===== src/rtl/arb_pkg.sv =====
`timescale 1ns/1ps
package arb_pkg;

  typedef enum logic [2:0] {
    CPU_IDLE = 3'd0,
    CPU_T1   = 3'd1,
    CPU_T2   = 3'd2,
    CPU_T3   = 3'd3,
    CPU_T4   = 3'd4,
    CPU_TW   = 3'd5
  } cpuState_t;

  typedef enum logic [3:0] {
    DMA_IDLE = 4'd0,
    DMA_REQ  = 4'd1,
    DMA_HOLD = 4'd2,
    DMA_AEN  = 4'd3,
    DMA_S0   = 4'd4,
    DMA_S1   = 4'd5,
    DMA_S2   = 4'd6,
    DMA_S3   = 4'd7,
    DMA_S4   = 4'd8
  } dmaState_t;

  typedef struct packed {
    logic incWait;
    logic setPend;
    logic clrPend;
  } arbStrobe_t;

  localparam int MaxHeld = 6;

endpackage


===== src/rtl/arb_ctrl.sv =====
`timescale 1ns/1ps
module arb_ctrl
  import arb_pkg::*;
(
  input  logic       clk,
  input  logic       rstN,
  input  logic       refreshReq,
  input  logic       channelArmed,
  input  logic       cpuReq,
  input  logic       pending,
  output arbStrobe_t strobes,
  output logic       dmaAck,
  output logic       addrEnable,
  output logic       cpuReady,
  output logic       refreshStrobe,
  output logic [2:0] cpuPhase,
  output logic [3:0] dmaPhase
);

  cpuState_t cpuState, cpuNext;
  dmaState_t dmaState, dmaNext;
  logic reqAccept;
  logic cpuPassive;
  logic busClaim;

  assign reqAccept  = refreshReq && channelArmed;
  assign cpuPassive = (cpuState == CPU_IDLE) || (cpuState == CPU_T4) ||
                      (cpuState == CPU_TW);
  // The refresh is committing to, or already holding, the bus.
  assign busClaim   = ((dmaState == DMA_HOLD) && cpuPassive) ||
                      (dmaState == DMA_AEN) || (dmaState == DMA_S0) ||
                      (dmaState == DMA_S1) || (dmaState == DMA_S2) ||
                      (dmaState == DMA_S3);

  always_comb begin
    dmaNext = dmaState;
    unique case (dmaState)
      DMA_IDLE: if (reqAccept) dmaNext = DMA_REQ;
      DMA_REQ:  dmaNext = DMA_HOLD;
      DMA_HOLD: if (cpuPassive) dmaNext = DMA_AEN;
      DMA_AEN:  dmaNext = DMA_S0;
      DMA_S0:   dmaNext = DMA_S1;
      DMA_S1:   dmaNext = DMA_S2;
      DMA_S2:   dmaNext = DMA_S3;
      DMA_S3:   dmaNext = DMA_S4;
      DMA_S4:   dmaNext = (pending || reqAccept) ? DMA_REQ : DMA_IDLE;
      default:  dmaNext = DMA_IDLE;
    endcase
  end

  always_comb begin
    cpuNext = cpuState;
    unique case (cpuState)
      CPU_IDLE, CPU_T4:
        if (cpuReq) cpuNext = busClaim ? CPU_TW : CPU_T1;
        else        cpuNext = CPU_IDLE;
      CPU_T1:  cpuNext = CPU_T2;
      CPU_T2:  cpuNext = CPU_T3;
      CPU_T3:  cpuNext = CPU_T4;
      CPU_TW:  cpuNext = busClaim ? CPU_TW : CPU_T1;
      default: cpuNext = CPU_IDLE;
    endcase
  end

  always_ff @(posedge clk) begin
    if (!rstN) begin
      dmaState <= DMA_IDLE;
      cpuState <= CPU_IDLE;
    end else begin
      dmaState <= dmaNext;
      cpuState <= cpuNext;
    end
  end

  assign strobes.incWait = (cpuState == CPU_TW);
  assign strobes.setPend = reqAccept && (dmaState != DMA_IDLE) &&
                           (dmaState != DMA_S4);
  assign strobes.clrPend = (dmaState == DMA_S4);

  assign dmaAck        = (dmaState == DMA_S1) || (dmaState == DMA_S2) ||
                         (dmaState == DMA_S3);
  assign addrEnable    = (dmaState == DMA_AEN) || (dmaState == DMA_S0) ||
                         dmaAck || (dmaState == DMA_S4);
  assign refreshStrobe = (dmaState == DMA_S3);
  assign cpuReady      = (cpuState != CPU_TW);
  assign cpuPhase      = cpuState;
  assign dmaPhase      = dmaState;

  // Length of the current run of held cycles, for the bound check.
  logic [3:0] heldRun;
  always_ff @(posedge clk) begin
    if (!rstN)                  heldRun <= '0;
    else if (cpuState == CPU_TW) heldRun <= heldRun + 4'd1;
    else                         heldRun <= '0;
  end

  AST_AEN_OUTSIDE_CYCLE: assert property (@(posedge clk) disable iff (!rstN)
    addrEnable |-> !(cpuPhase inside {3'd1, 3'd2, 3'd3}));
  AST_ACK_UNDER_AEN: assert property (@(posedge clk) disable iff (!rstN)
    dmaAck |-> addrEnable);
  AST_AEN_DROPS_AFTER_ACK: assert property (@(posedge clk) disable iff (!rstN)
    $fell(dmaAck) |=> !addrEnable);
  AST_STROBE_UNDER_ACK: assert property (@(posedge clk) disable iff (!rstN)
    refreshStrobe |-> dmaAck);
  AST_HELD_UNDER_AEN: assert property (@(posedge clk) disable iff (!rstN)
    !cpuReady |-> addrEnable);
  AST_HELD_BOUND: assert property (@(posedge clk) disable iff (!rstN)
    heldRun <= 4'(MaxHeld));

endmodule


===== src/rtl/arb_datapath.sv =====
`timescale 1ns/1ps
module arb_datapath
  import arb_pkg::*;
#(
  parameter int CntW = 8
) (
  input  logic            clk,
  input  logic            rstN,
  input  arbStrobe_t      strobes,
  output logic            pending,
  output logic [CntW-1:0] waitCount
);

  localparam logic [CntW-1:0] CntMax = {CntW{1'b1}};

  always_ff @(posedge clk) begin
    if (!rstN)                 pending <= 1'b0;
    else if (strobes.clrPend)  pending <= 1'b0;
    else if (strobes.setPend)  pending <= 1'b1;
  end

  always_ff @(posedge clk) begin
    if (!rstN)
      waitCount <= '0;
    else if (strobes.incWait && (waitCount != CntMax))
      waitCount <= waitCount + 1'b1;
  end

  AST_NO_OVERFLOW: assert property (@(posedge clk) disable iff (!rstN)
    (waitCount == CntMax) |=> (waitCount == CntMax));

endmodule


===== src/rtl/refresh_arbiter.sv =====
`timescale 1ns/1ps
module refresh_arbiter
  import arb_pkg::*;
#(
  parameter int CntW = 8
) (
  input  logic            clk,
  input  logic            rstN,
  input  logic            refreshReq,
  input  logic            channelArmed,
  input  logic            cpuReq,
  output logic            dmaAck,
  output logic            addrEnable,
  output logic            cpuReady,
  output logic            refreshStrobe,
  output logic [2:0]      cpuPhase,
  output logic [3:0]      dmaPhase,
  output logic [CntW-1:0] waitCount
);

  arbStrobe_t strobes;
  logic       pending;

  arb_ctrl i_ctrl (
    .clk(clk), .rstN(rstN), .refreshReq(refreshReq),
    .channelArmed(channelArmed), .cpuReq(cpuReq), .pending(pending),
    .strobes(strobes), .dmaAck(dmaAck), .addrEnable(addrEnable),
    .cpuReady(cpuReady), .refreshStrobe(refreshStrobe),
    .cpuPhase(cpuPhase), .dmaPhase(dmaPhase)
  );

  arb_datapath #(.CntW(CntW)) i_datapath (
    .clk(clk), .rstN(rstN), .strobes(strobes),
    .pending(pending), .waitCount(waitCount)
  );

  AST_WAIT_TRACKS_HOLD: assert property (@(posedge clk) disable iff (!rstN)
    (!cpuReady && (waitCount != {CntW{1'b1}})) |=>
      (waitCount != $past(waitCount)));

endmodule


===== config.mk =====
export PLATFORM = sky130hd
export DESIGN_NAME = refresh_arbiter
export DESIGN_NICKNAME = d
export VERILOG_FILES = /design/src/rtl/arb_pkg.sv /design/src/rtl/arb_ctrl.sv /design/src/rtl/arb_datapath.sv /design/src/rtl/refresh_arbiter.sv
export SDC_FILE = /design/constraint.sdc
export NUM_CORES = 1
export LEC_CHECK = 0
export ABC_AREA = 1
export BUFFER_PORTS_ARGS = -buffer_cell sky130_fd_sc_hd__buf_2
export CAP_MARGIN = 5
export CELL_PAD_IN_SITES_DETAIL_PLACEMENT = 0
export CELL_PAD_IN_SITES_GLOBAL_PLACEMENT = 2
export CORE_AREA = 4 4 57 72
export DETAILED_ROUTE_END_ITERATION = 6
export DIE_AREA = 0 0 61 76
export GPL_ROUTABILITY_DRIVEN = 1
export PLACE_DENSITY_LB_ADDON = 0.1
export SYNTH_ARGS = -nofsm -noshare
export SYNTH_HDL_FRONTEND = slang
export SYNTH_HIERARCHICAL = 1
export SYNTH_SLANG_ARGS = --single-unit

===== constraint.sdc =====
create_clock -name clk -period 1.5 [get_ports clk]
set_input_delay 0.3 -clock clk [delete_from_list [all_inputs] [get_ports clk]]
set_output_delay 0.3 -clock clk [all_outputs]
set_load 0.02 [all_outputs]

==> results.ini <==
[floorplanning]
pin_count = 24
rows = 24
die_w_um = 61
die_area_um2 = 4640
start_util = 0.251
core_area_um2 = 3420
fp.dieH_um = 76

[sta]
min_period_ns = 1.44
fin_worst_skew_ns = 0.00259
fmax_mhz = 693
slew_violations = 0
final_hold_viol_count = 0
tightest_slew_ns = 0.238
rsz0062_at_grt = yes
finalSetupTns_ns = 0
setup_viol = 0
relSlewSlack = 0.840
finalCritPeriodShare = 0.961

[drt]
avgRoutedWirePerCell_um = 11.2
drc = 0
firstDrtPassIters = 4
antenna_left = 0
routed_wl_um = 2240
vias_per_cell = 4.48
drtIter0Drc = 25
num_vias = 891

[setup_path]
r2r_cells = 7
end_kind = output pin
critPathLaunchType = flip-flop
cp.arrival_ns = 1.14
cp_max_fo = 5
crit_type = flip-flop to output pin
crit_required_ns = 1.20

[synth]
synth_cell_types = 21
synth_area_um2 = 861
synth_edf_count = 0
synthFlopType = dfxtp_1
synth_nets = 139
synth_area_leader_cell = dfxtp_1
seq_area_frac_synth = 0.372
syn_area_per_cell_um2 = 6.47
synthTopCellsByArea = dfxtp_1 37%, nand2_1 15%, nor2_1 9.2%
synth_top_area_frac = 0.372
postSynth.asyncResetShare = 0
syn_inst = 133
ys_warn_count = 6
ys_ff_latch = 16

[placement]
hpwlAfterDp_um = 1790
gp_congestion = 0.736
port-buffer-count = 23

[min_path]
min_path_type = input port to flip-flop
whs_path_depth = 3

[pwr]
leakage_nw = 0.577
ir_drop_v = 0.000485
power_mw = 1.10
power_density_nw_per_um2 = 974

[clock_tree]
cts_buffer_depth = 2
htree_levels = 1
cts.sinks = 16
hold_buffers = 0
clk_latency_ns = 0.25
clkTransAtPathRegs_ns = 0.07
cts_tree = built
numCtsBuffers = 3
clockRootBuffer = clkbuf_8

[layout]
layout.nets = 167
antenna_cells = 0
drive_above_1_share = 0.313
area_growth_pct = 31.1

[grt]
grt_start_max_net_pins = 12
grt_pass1_wl_um = 3880
gr-usage-all-layers = 0.108
antenna_found_initial = 0
grt_pass1_vias = 880
grt.overflow.total = 0

[flow_run]
maxCapViolations = 0

[outcome]
status = finished, final reports clean

final timing paths:
path / start / endpoint / slack [ns]
max: i_ctrl/dmaPhase[0] / addrEnable / 0.06
min: cpuReq / i_ctrl/cpuPhase[0] / 0.31
max reg2reg: i_datapath/waitCount[0] / i_datapath/waitCount[6] / 0.21
min reg2reg: i_ctrl/cpuPhase[2] / i_ctrl/cpuPhase[1] / 0.43
metal layers:
metal  wire length, um  vias to the layer above  global-route usage
li1                  -                      473                   -
met1               970                      402               0.122
met2              1150                       14               0.187
met3               103                        2              0.0220
met4                15                        0              0.0456
met5                 0                        -                   0
power by group:
part | switching [mW] | internal (mW)
clock | 0.152 | 0.233
sequential | 0.0395 | 0.456
combinational | 0.137 | 0.0818
total | 0.329 | 0.771
cell families after synthesis:
group,Yosys count,synth area share
buf+inv,22,0.109
compound gates,11,0.0799
fa+ha+maj,1,0.0145
simple gates,83,0.424
flops,16,0.372
critical path, stage by stage, from the launching register on:
cell and delay, ns:
dfxtp_2 0.40, nand2_2 0.10, inv_1 0.09, nand2_2 0.08, nand3_1 0.09, buf_4 0.14
synth_stat cells, types with 2 or more instances:
library cell	count
dfxtp_1	16
inv_1	20
nand2_1	35
a211oi_1	2
nand3_1	11
a21oi_1	6
nor3_1	4
nor2_2	4
nor2_1	21
nand2_2	3
flip-flops by register name, summed over array words and instances (netlist names):
register,count
i_ctrl/cpuPhase,3
i_ctrl/dmaPhase,4
i_datapath/pending,1
i_datapath/waitCount,8
cell usage in the layout (no fill, tap or decap), types with 2 or more instances in the layout:
cell / n
nand2_1: 34
buf_2: 22
nor2_1: 20
inv_1: 19
nand3_1: 11
dfxtp_1: 9
a21oi_1: 6
dfxtp_2: 5
clkbuf_8: 4
nand2_2: 3
nor2_4: 3
nor3_1: 3
buf_4: 3
nor2_2: 2
a211oi_1: 2
dfxtp_4: 2
through the flow:
step           instance area [um^2]  setup slack, ns  hold WS (ns)  std cells  utilization
5_1_grt                        1130         0.000197         0.317        199        0.330
6_report                       1130           0.0579         0.310        199        0.330
4_1_cts                        1100          -0.0152         0.312        200        0.321
3_5_place_dp                   1020            0.111         0.434        195        0.299
3_3_place_gp                   1020            0.138         0.440        195        0.299
2_1_floorplan                   862           0.0135         0.420        133            -
cell type report:
type / count / area (um^2)
inverters: 20 / 75.1
well taps: 39 / 48.8
multi-input cells: 95 / 483
flip-flops and latches: 16 / 334
repair buffers: 25 / 133
clock buffers: 4 / 55.1
fillers: 423 / 2290
what timing repair did:
item                                    4_1_cts  5_1_grt
pin swaps                                     0        1
gates resized for setup                       4       14
endpoints found under the setup margin        2        7
buffers inserted                              1        0
Power figures use the tool's default switching activity.
